$ cat src/rtl/exu_pkg.sv
package exu_pkg;
    localparam int XLEN = 32;
    localparam int IMMW = 16;
    localparam int REGW = 5;
    localparam int SHW  = $clog2(XLEN);

    // primary opcodes
    localparam logic [5:0] OPC_REGFORM = 6'd0;
    localparam logic [5:0] OPC_ADDI    = 6'd8;
    localparam logic [5:0] OPC_ADDIU   = 6'd9;
    localparam logic [5:0] OPC_SLTI    = 6'd10;
    localparam logic [5:0] OPC_SLTIU   = 6'd11;
    localparam logic [5:0] OPC_ANDI    = 6'd12;
    localparam logic [5:0] OPC_ORI     = 6'd13;
    localparam logic [5:0] OPC_XORI    = 6'd14;
    localparam logic [5:0] OPC_LUI     = 6'd15;

    // function codes under OPC_REGFORM
    localparam logic [5:0] FN_SLL  = 6'd0;
    localparam logic [5:0] FN_SRL  = 6'd2;
    localparam logic [5:0] FN_SRA  = 6'd3;
    localparam logic [5:0] FN_SLLV = 6'd4;
    localparam logic [5:0] FN_SRLV = 6'd6;
    localparam logic [5:0] FN_SRAV = 6'd7;
    localparam logic [5:0] FN_ADD  = 6'd32;
    localparam logic [5:0] FN_ADDU = 6'd33;
    localparam logic [5:0] FN_SUB  = 6'd34;
    localparam logic [5:0] FN_SUBU = 6'd35;
    localparam logic [5:0] FN_AND  = 6'd36;
    localparam logic [5:0] FN_OR   = 6'd37;
    localparam logic [5:0] FN_XOR  = 6'd38;
    localparam logic [5:0] FN_NOR  = 6'd39;
    localparam logic [5:0] FN_SLT  = 6'd42;
    localparam logic [5:0] FN_SLTU = 6'd43;

    typedef enum logic [3:0] {
        OP_ADD, OP_SUB, OP_AND, OP_OR, OP_XOR, OP_NOR,
        OP_SLT, OP_SLTU, OP_SLL, OP_SRL, OP_SRA, OP_PASSB
    } alu_op_e;

    typedef enum logic [1:0] {
        IMM_SEXT, IMM_ZEXT, IMM_HIGH
    } imm_kind_e;

    typedef struct packed {
        logic [XLEN-1:0] result;
        logic            wr_en;
        logic [REGW-1:0] dest;
        logic            illegal;
        logic            overflow;
    } exu_out_t;
endpackage

$ cat src/rtl/exu_decode.sv
module exu_decode
    import exu_pkg::*;
(
    input  logic [5:0] opcode_i,
    input  logic [5:0] funct_i,
    output alu_op_e    op_o,
    output logic       use_imm_o,
    output imm_kind_e  imm_kind_o,
    output logic       ovf_chk_o,
    output logic       shift_var_o,
    output logic       illegal_o
);
    always_comb begin
        op_o        = OP_PASSB;
        use_imm_o   = 1'b0;
        imm_kind_o  = IMM_SEXT;
        ovf_chk_o   = 1'b0;
        shift_var_o = 1'b0;
        illegal_o   = 1'b0;
        if (opcode_i == OPC_REGFORM) begin
            unique case (funct_i)
                FN_SLL:  op_o = OP_SLL;
                FN_SRL:  op_o = OP_SRL;
                FN_SRA:  op_o = OP_SRA;
                FN_SLLV: begin op_o = OP_SLL; shift_var_o = 1'b1; end
                FN_SRLV: begin op_o = OP_SRL; shift_var_o = 1'b1; end
                FN_SRAV: begin op_o = OP_SRA; shift_var_o = 1'b1; end
                FN_ADD:  begin op_o = OP_ADD; ovf_chk_o = 1'b1; end
                FN_ADDU: op_o = OP_ADD;
                FN_SUB:  begin op_o = OP_SUB; ovf_chk_o = 1'b1; end
                FN_SUBU: op_o = OP_SUB;
                FN_AND:  op_o = OP_AND;
                FN_OR:   op_o = OP_OR;
                FN_XOR:  op_o = OP_XOR;
                FN_NOR:  op_o = OP_NOR;
                FN_SLT:  op_o = OP_SLT;
                FN_SLTU: op_o = OP_SLTU;
                default: illegal_o = 1'b1;
            endcase
        end else begin
            use_imm_o = 1'b1;
            unique case (opcode_i)
                OPC_ADDI:  begin op_o = OP_ADD; ovf_chk_o = 1'b1; end
                OPC_ADDIU: op_o = OP_ADD;
                OPC_SLTI:  op_o = OP_SLT;
                OPC_SLTIU: op_o = OP_SLTU;
                OPC_ANDI:  begin op_o = OP_AND; imm_kind_o = IMM_ZEXT; end
                OPC_ORI:   begin op_o = OP_OR;  imm_kind_o = IMM_ZEXT; end
                OPC_XORI:  begin op_o = OP_XOR; imm_kind_o = IMM_ZEXT; end
                OPC_LUI:   begin op_o = OP_PASSB; imm_kind_o = IMM_HIGH; end
                default:   illegal_o = 1'b1;
            endcase
        end
    end
endmodule

$ cat src/rtl/exu_shift.sv
module exu_shift
    import exu_pkg::*;
#(
    parameter int W  = XLEN,
    parameter int AW = $clog2(W)
) (
    input  logic [W-1:0]  data_i,
    input  logic [AW-1:0] amt_i,
    input  logic          left_i,
    input  logic          arith_i,
    output logic [W-1:0]  data_o
);
    logic [W-1:0] rev_in;
    logic [W-1:0] rev_out;
    logic [W-1:0] stg [AW+1];
    logic         fill;

    assign fill   = arith_i & ~left_i & data_i[W-1];
    assign stg[0] = left_i ? rev_in : data_i;

    for (genvar i = 0; i < W; i++) begin : g_rev
        assign rev_in[i]  = data_i[W-1-i];
        assign rev_out[i] = stg[AW][W-1-i];
    end

    for (genvar k = 0; k < AW; k++) begin : g_stage
        localparam int STEP = 1 << k;
        assign stg[k+1] = amt_i[k] ? {{STEP{fill}}, stg[k][W-1:STEP]} : stg[k];
    end

    assign data_o = left_i ? rev_out : stg[AW];
endmodule

$ cat src/rtl/exu_alu.sv
module exu_alu
    import exu_pkg::*;
#(
    parameter int W = XLEN
) (
    input  alu_op_e      op_i,
    input  logic [W-1:0] a_i,
    input  logic [W-1:0] b_i,
    output logic [W-1:0] result_o,
    output logic         ovf_o
);
    logic         sub;
    logic [W-1:0] b_eff;
    logic [W-1:0] sum;

    assign sub   = (op_i == OP_SUB);
    assign b_eff = sub ? ~b_i : b_i;
    assign sum   = a_i + b_eff + {{(W-1){1'b0}}, sub};
    assign ovf_o = (op_i == OP_ADD || op_i == OP_SUB)
                 && (a_i[W-1] == b_eff[W-1]) && (sum[W-1] != a_i[W-1]);

    always_comb begin
        unique case (op_i)
            OP_ADD, OP_SUB: result_o = sum;
            OP_AND:  result_o = a_i & b_i;
            OP_OR:   result_o = a_i | b_i;
            OP_XOR:  result_o = a_i ^ b_i;
            OP_NOR:  result_o = ~(a_i | b_i);
            OP_SLT:  result_o = {{(W-1){1'b0}}, ($signed(a_i) < $signed(b_i))};
            OP_SLTU: result_o = {{(W-1){1'b0}}, (a_i < b_i)};
            default: result_o = b_i;
        endcase
    end
endmodule

$ cat src/rtl/exu_top.sv
module exu_top
    import exu_pkg::*;
(
    input  logic             clk,
    input  logic             rst_n,
    input  logic [5:0]       opcode_i,
    input  logic [5:0]       funct_i,
    input  logic [SHW-1:0]   shamt_i,
    input  logic [IMMW-1:0]  imm_i,
    input  logic [XLEN-1:0]  rs_val_i,
    input  logic [XLEN-1:0]  rt_val_i,
    input  logic [REGW-1:0]  dest_i,
    output logic [XLEN-1:0]  result_o,
    output logic             wr_en_o,
    output logic [REGW-1:0]  dest_o,
    output logic             illegal_o,
    output logic             overflow_o
);
    localparam int EXTW = XLEN - IMMW;

    alu_op_e   dec_op;
    imm_kind_e dec_imm;
    logic      dec_use_imm, dec_ovf_chk, dec_shvar, dec_illegal;

    logic [XLEN-1:0] imm_ext, opnd_b, alu_res, sh_res;
    logic [SHW-1:0]  sh_amt;
    logic            alu_ovf, is_shift;

    exu_out_t nxt_d, out_q;

    exu_decode u_decode (
        .opcode_i    (opcode_i),
        .funct_i     (funct_i),
        .op_o        (dec_op),
        .use_imm_o   (dec_use_imm),
        .imm_kind_o  (dec_imm),
        .ovf_chk_o   (dec_ovf_chk),
        .shift_var_o (dec_shvar),
        .illegal_o   (dec_illegal)
    );

    always_comb begin
        unique case (dec_imm)
            IMM_ZEXT: imm_ext = {{EXTW{1'b0}}, imm_i};
            IMM_HIGH: imm_ext = {imm_i, {EXTW{1'b0}}};
            default:  imm_ext = {{EXTW{imm_i[IMMW-1]}}, imm_i};
        endcase
    end

    assign opnd_b   = dec_use_imm ? imm_ext : rt_val_i;
    assign sh_amt   = dec_shvar ? rs_val_i[SHW-1:0] : shamt_i;
    assign is_shift = (dec_op == OP_SLL) || (dec_op == OP_SRL) || (dec_op == OP_SRA);

    exu_alu u_alu (
        .op_i     (dec_op),
        .a_i      (rs_val_i),
        .b_i      (opnd_b),
        .result_o (alu_res),
        .ovf_o    (alu_ovf)
    );

    exu_shift u_shift (
        .data_i  (rt_val_i),
        .amt_i   (sh_amt),
        .left_i  (dec_op == OP_SLL),
        .arith_i (dec_op == OP_SRA),
        .data_o  (sh_res)
    );

    always_comb begin
        nxt_d          = '0;
        nxt_d.dest     = dest_i;
        nxt_d.illegal  = dec_illegal;
        if (!dec_illegal) begin
            nxt_d.result   = is_shift ? sh_res : alu_res;
            nxt_d.overflow = dec_ovf_chk & alu_ovf;
            nxt_d.wr_en    = !(dec_ovf_chk & alu_ovf) && (dest_i != '0);
        end
    end

    always_ff @(posedge clk) begin
        if (!rst_n) out_q <= '0;
        else        out_q <= nxt_d;
    end

    assign result_o   = out_q.result;
    assign wr_en_o    = out_q.wr_en;
    assign dest_o     = out_q.dest;
    assign illegal_o  = out_q.illegal;
    assign overflow_o = out_q.overflow;

    logic cmp_in;
    assign cmp_in = (opcode_i == OPC_SLTI) || (opcode_i == OPC_SLTIU) ||
                    ((opcode_i == OPC_REGFORM) && (funct_i == FN_SLT || funct_i == FN_SLTU));

    AST_ZERO_DEST_NO_WRITE: assert property (@(posedge clk) disable iff (!rst_n)
        (dest_o == '0) |-> !wr_en_o);
    AST_ILLEGAL_NO_WRITE: assert property (@(posedge clk) disable iff (!rst_n)
        illegal_o |-> (!wr_en_o && !overflow_o && result_o == '0));
    AST_OVERFLOW_NO_WRITE: assert property (@(posedge clk) disable iff (!rst_n)
        overflow_o |-> !wr_en_o);
    AST_COMPARE_BOOL: assert property (@(posedge clk) disable iff (!rst_n)
        cmp_in |=> (result_o[XLEN-1:1] == '0));
    AST_LUI_LOW_CLEAR: assert property (@(posedge clk) disable iff (!rst_n)
        (opcode_i == OPC_LUI) |=> (result_o[EXTW-1:0] == '0 && result_o[XLEN-1:EXTW] == $past(imm_i)));
    AST_DEST_FOLLOWS: assert property (@(posedge clk) disable iff (!rst_n)
        1'b1 |=> (dest_o == $past(dest_i)));
endmodule

$ cat config.mk
export PLATFORM = sky130hd
export DESIGN_NAME = exu_top
export DESIGN_NICKNAME = d
export VERILOG_FILES = /design/src/rtl/exu_pkg.sv /design/src/rtl/exu_decode.sv /design/src/rtl/exu_shift.sv /design/src/rtl/exu_alu.sv /design/src/rtl/exu_top.sv
export SDC_FILE = /design/constraint.sdc
export NUM_CORES = 1
export LEC_CHECK = 0
export BUFFER_PORTS_ARGS = -buffer_cell sky130_fd_sc_hd__buf_2
export CORE_ASPECT_RATIO = 1.4
export CORE_MARGIN = 2
export CORE_UTILIZATION = 45
export CTS_BUF_LIST = sky130_fd_sc_hd__clkbuf_4 sky130_fd_sc_hd__clkbuf_8
export CTS_CLUSTER_DIAMETER = 120
export DETAILED_ROUTE_END_ITERATION = 7
export HOLD_SLACK_MARGIN = 0.12
export PLACE_DENSITY = 0.68
export SLEW_MARGIN = 25
export SYNTH_ARGS = -nofsm -noshare
export SYNTH_HDL_FRONTEND = slang
export SYNTH_HIERARCHICAL = 1
export SYNTH_SLANG_ARGS = --single-unit
$ cat constraint.sdc
create_clock -name clk -period 8.95 [get_ports clk]
set_clock_uncertainty 0.2 [all_clocks]
set_input_delay 2.2375 -clock clk [delete_from_list [all_inputs] [get_ports clk]]
set_output_delay 2.2375 -clock clk [all_outputs]
set_load 0.01 [all_outputs]
==> results of run 1 <==
-- registers in the layout, indices dropped and copies added, names as in the netlist --
| name | flops |
|---|---|
| dest_o | 5 |
| wr_en_o | 1 |
| result_o | 32 |
| overflow_o | 1 |
| illegal_o | 1 |
-- cells by family (layout without fill, tap and decap cells) --
| group | after synthesis | after routing | synth area share [%] |
|---|---|---|---|
| other cells | 0 | 1 | 0 |
| flops | 40 | 40 | 7.282 |
| compound gates | 490 | 490 | 28.84 |
| fa+ha+maj | 132 | 132 | 15.09 |
| xor+xnor | 54 | 54 | 4.301 |
| simple gates | 465 | 465 | 20.25 |
| mux | 120 | 120 | 15.42 |
| buf+inv | 221 | 297 | 8.818 |
-- routing by layer --
layer,global-route usage (%),vias up
li1,-,5725
met1,42.44,6023
met2,60.86,757
met3,5.730,211
met4,22.40,2
met5,0,-
-- layout make-up --
| class | instances | share of cell area, % |
|---|---|---|
| Multi-Input combinational cell | 1261 | 77.80 |
| Clock buffer | 5 | 0.5762 |
| Inverter | 117 | 3.677 |
| Antenna cell | 1 | 0.02095 |
| Sequential cell | 40 | 6.705 |
| Timing Repair Buffer | 172 | 7.816 |
| Clock inverter | 3 | 0.1572 |
| Tap cell | 310 | 3.248 |
-- per-stage QoR --
stage	instance area (µm²)	std cells	setup slack, ns	hold slack (ns)	total power (µW)
4_1_cts	11940	1908	1.469	1.947	929.9
2_1_floorplan	11000	1522	1.999	2.159	601.8
3_3_place_gp	11850	1900	1.220	2.254	800.8
3_5_place_dp	11850	1900	1.161	2.260	802.8
6_report	11940	1909	1.169	1.945	953.2
5_1_grt	11940	1908	1.057	1.949	1000
-- cell usage after synthesis, types with 40 or more instances --
master / count / area, µm²
a21oi_1: 144 / 720.7
clkbuf_1: 53 / 198.9
dfxtp_1: 40 / 800.8
ha_1: 131 / 1639
inv_1: 115 / 431.7
mux2_2: 53 / 596.8
nand2_1: 177 / 664.4
nand4_1: 41 / 256.5
nor2_1: 98 / 367.9
o21ai_0: 60 / 300.3
o21ai_1: 50 / 250.2
xnor2_1: 44 / 385.4
-- path summary, 6_finish.rpt --
check                 endpoint  cells after the start
hold / removal       dest_o[3]                      2
setup / recovery  result_o[30]                     14
-- critical path, cell delays in order --
cell	delay, ns
buf_2	0.09
nor2_1	0.45
nand3_1	0.29
a211oi_1	0.50
buf_4	0.27
mux2_2	0.79
clkinv_1	0.82
mux4_2	0.60
o22ai_1	0.10
a211oi_1	0.87
a21oi_1	0.22
a21oi_1	0.29
nand4_1	0.14
o21ai_1	0.11
-- where the power goes --
group / internal, µW / switching [µW] / total, µW / leakage, µW
combinational: 237 / 402 / 640 / 0.00495
clock: 54.5 / 74.3 / 129 / 0.0000479
sequential: 183 / 1.70 / 185 / 0.000325
==> run_results.csv, run 1 <==
group,metric,value,unit
synth,syn_area_per_cell,7.225,µm²
clocking,cts.sinks,40,
flow_run,drv_cap,0,
floorplanning,dieArea,25720,µm²
placed_design,gp_congestion,1.049,
placed_design,dp_hpwl,36570,µm
outcome,status,"completed",
timing,maxSlewHeadroom,24.02,%
synth,ys.warnings.count,6,
detailed_routing,ant_nets,0,
detailed_routing,vias,12720,
synth,netlist_area,11000,µm²
clocking,root_buffer,"clkbuf_8",
hold_path,worstHoldPathType,"in -> reg",
final_layout,seqCellArea,800.8,µm²
power_and_ir_drop,ir_drop,0.00004999,V
critical_path,critPathKind,"in -> reg",
timing,min_period,7.781,ns
critical_path,crit_arrival,7.81,ns
global_route,grt_max_degree,67,
power_and_ir_drop,power.density,79.82,nW/µm²
global_route,first_global_vias,11970,
synth,ys_ff_latch,40,
clocking,path_clk_slew,0.08,ns
detailed_routing,wl_per_cell,24.97,µm
synth,synth_flop_cell,"dfxtp_1",
final_layout,final_net_count,1833,
floorplanning,start_util,45.87,%
timing,hold_violations,0,
global_route,grt_pass1_wl,71700,µm
final_layout,fill_cells,2468,
clocking,cts-buffers-inserted,5,
global_route,grt_usage,36.15,%
clocking,cts_hold_buf,0,
floorplanning,rows,67,
final_layout,drive_gt1_share,18.90,%
clocking,cts_resized,0,
detailed_routing,drt-met1-wl,17700,µm
detailed_routing,route.detailed.drc,0,
critical_path,end_kind,"register",
hold_path,hp-start,"dest_i[3]",
floorplanning,core_area,23980,µm²
floorplanning,die_w,136.1,µm
clocking,cts.path.max_buffers,2,
final_layout,final_common_cell,"nand2_1",
detailed_routing,drt-pass1-iter-count,8,
synth,synthCells,1522,
final_layout,area_delta_synth_final,8.602,%
placed_design,portBuffers,143,
critical_path,crit_fanout,38,
detailed_routing,wl_met3,3920,µm
timing,finalSetupTns,0,ns
clocking,cts_tree,"built",
detailed_routing,dr_wl_met2,22380,µm
final_layout,mostFrequentLayoutCells,"nand2_1, a21oi_1, buf_2, ha_1, inv_1",
clocking,postCtsSetupBuffers,0,
synth,synth_nets,1758,
synth,synthArstFlopShare,0,%
timing,clock.fmax,0.1285,GHz
critical_path,required,8.98,ns
final_layout,final_core_util,49.81,%
timing,rsz0062_at_grt,"false",
detailed_routing,drtIter0Drc,1492,
timing,fin_crit_sh,86.93,%
global_route,antenna_found_initial,2,
critical_path,startpoint,"opcode_i[5]",
critical_path,crit_path_start_kind,"primary input",
timing,drv_slew,0,
detailed_routing,top_layer,"met5",
floorplanning,die_h,189.0,µm
power_and_ir_drop,leakage,0.005321,µW
detailed_routing,vias_per_cell,6.662,
detailed_routing,drt-total-wl,47660,µm
synth,synth_edf_count,0,
timing,setup_viol_count_final,0,
clocking,cts-htree-levels,2,
global_route,grt.overflow.total,0,
timing,worst_slew_pin_slew,1.137,ns
synth,yosysSeqAreaShare,7.282,%
floorplanning,io_pins,144,
final_layout,multi_input_area,9291,µm²
synth,yosys.cell_types.count,87,
Power figures use the tool's default switching activity.
==> run 2, diff against run 1 <==
Settings changed: PLACE_DENSITY 0.68 to 0.7.
Clock period 8.95 ns to 6.4 ns, I/O delays scaled along.
==> run 2 against run 1 <==
Compared with the run above: first-iteration DRC count shrank 25%; sequential share of layout area fell by 0.54 points; sequential power increased by 40%; core utilization rose by 4.4 points; sequential cell count unchanged; highest routed layer is now met4; cell count up 6.4%; largest cell class unchanged; non-clock buffer count increased by 124; clock power rose by 64%; via count increased by 2.1%; critical endpoint is now result_o[0].
==> run_results.csv, run 2 (synthesized netlist as in run 1, its figures left out) <==
group,metric,value,unit
power_and_ir_drop,power.density,113.0,nW/µm²
hold_path,hold_depth,2,
power_and_ir_drop,pwr-share-seq,17.6,%
floorplanning,dieArea,25720,µm²
power_and_ir_drop,total_power,1469,µW
global_route,first_global_vias,12480,
floorplanning,start_util,45.87,%
power_and_ir_drop,leakage,0.005965,µW
power_and_ir_drop,swShare,46.80,%
detailed_routing,vias_per_cell,6.391,
final_layout,drive_gt1_share,24.85,%
clocking,cts-htree-levels,2,
hold_path,worstHoldPathType,"in -> reg",
critical_path,critPathKind,"in -> reg",
final_layout,fill_cells,2492,
clocking,cts_hold_buf,0,
clocking,cts.path.max_buffers,2,
timing,maxSlewHeadroom,31.03,%
placed_design,numPlacedInstances,2024,
final_layout,design_area,13000,µm²
critical_path,crit_arrival,6.14,ns
detailed_routing,ant_nets,0,
placed_design,portBuffers,143,
detailed_routing,drtIter0Drc,1122,
final_layout,largest_register_ffs,32,
placed_design,dp_hpwl,39320,µm
final_layout,final_common_cell,"nand2_1",
final_layout,instances_no_fill,2032,
floorplanning,die_h,189.0,µm
global_route,grt.overflow.total,0,
timing,hold_violations,0,
placed_design,gp_congestion,1.061,
timing,clock.fmax,0.1612,GHz
flow_run,drv_cap,0,
global_route,antenna_found_initial,0,
final_layout,area_delta_synth_final,18.18,%
power_and_ir_drop,ir_drop,0.0001172,V
detailed_routing,route.detailed.drc,0,
timing,worst_slew_pin_slew,1.030,ns
detailed_routing,drt-total-wl,49340,µm
timing,min_period,6.205,ns
power_and_ir_drop,power_switching,687.3,µW
critical_path,required,6.33,ns
hold_path,min_to,"dest_o[1]",
critical_path,startpoint,"opcode_i[5]",
critical_path,crit_path_start_kind,"primary input",
clocking,cts.sinks,40,
floorplanning,die_w,136.1,µm
final_layout,antenna_cells,0,
critical_path,end_kind,"register",
global_route,grt_pass1_wl,74290,µm
final_layout,final_core_util,54.21,%
timing,drv_slew,0,
timing,whs,1.310,ns
floorplanning,rows,67,
detailed_routing,wl_per_cell,24.28,µm
power_and_ir_drop,p_int,781.2,µW
floorplanning,io_pins,144,
hold_path,hp-start,"dest_i[1]",
floorplanning,core_area,23980,µm²
clocking,cts-buffers-inserted,5,
critical_path,crit_fanout,7,
detailed_routing,drt-pass1-iter-count,7,
detailed_routing,vias,12990,
timing,setup_viol_count_final,0,
timing,fin_crit_sh,96.95,%
clocking,root_buffer,"clkbuf_8",
outcome,status,"completed",
final_layout,final_net_count,1957,
clocking,path_clk_slew,0.09,ns
final_layout,mostFrequentLayoutCells,"nand2_1, buf_4, a21oi_1, buf_2, ha_1",
global_route,grt_usage,37.66,%
power_and_ir_drop,pwr-share-clk,14.4,%
clocking,cts_tree,"built",
global_route,grt_max_degree,57,
placed_design,placed_area,12870,µm²
power_and_ir_drop,combPwrFrac,68.0,%
-- run 2: final cells by class --
cell class                      count  area [µm²]  area share, %
Clock buffer                        5       68.82         0.5295
Inverter                          117       439.2          3.379
Timing Repair Buffer              296        1964          15.12
Tap cell                          310       387.9          2.985
Multi-Input combinational cell   1261        9293          71.50
Sequential cell                    40       800.8          6.162
Clock inverter                      3       42.54         0.3273
-- run 2: worst max path at each step --
stage	slack (ns)	endpoint
3_5_place_dp	-0.02	result_o[0]
5_1_grt	-0.008	result_o[28]
3_3_place_gp	0.02	result_o[0]
4_1_cts	0.27	result_o[28]
2_1_floorplan	0.09	result_o[26]
6_report	0.20	result_o[0]
-- run 2: per-stage QoR --
step | worst slack (ns) | TNS (ns)
CTS | 0.2729 | 0
global placement | 0.02194 | 0
finish | 0.1954 | 0
global route | -0.008375 | -0.01123
floorplan | 0.08653 | 0
detailed placement | -0.02230 | -0.03685
-- run 2: critical path: stages --
cell	delay [ns]
buf_2	0.10
nor2_1	0.14
nand3_1	0.12
a21oi_1	0.26
inv_1	0.08
ha_1	0.32
buf_4	0.16
nor2b_2	0.18
buf_4	0.18
nand2_1	0.05
a21oi_1	0.44
inv_1	0.17
ha_1	0.33
or4_1	0.54
nor2_1	0.24
o31ai_1	0.17
a31oi_1	0.18
buf_4	0.17
o211ai_1	0.16
a31oi_1	0.18
o21ai_0	0.15
nand2_1	0.10
o21ai_1	0.10
-- run 2: layer usage --
metal | up-vias | part of all wire, % | GRT usage (%)
li1 | 5972 | - | -
met1 | 6157 | 37 | 45.03
met2 | 674 | 48 | 64.30
met3 | 184 | 7.5 | 3.668
met4 | 0 | 7.2 | 22.92
met5 | - | 0 | 0
-- run 2: what timing repair did --
action	4_1_cts	5_1_grt
setup endpoints to repair	0	5
setup buffers	0	0
gates resized for setup	0	3
-- run 2: power by group through the flow --
stage                     clock network (µW)  logic (µW)  registers [µW]
after CTS                                213         967             259
after detailed placement                   0         962             265
final                                    212         998             259
after global placement                     0         960             265
after floorplan                            0         574             268
after global routing                     221        1070             259
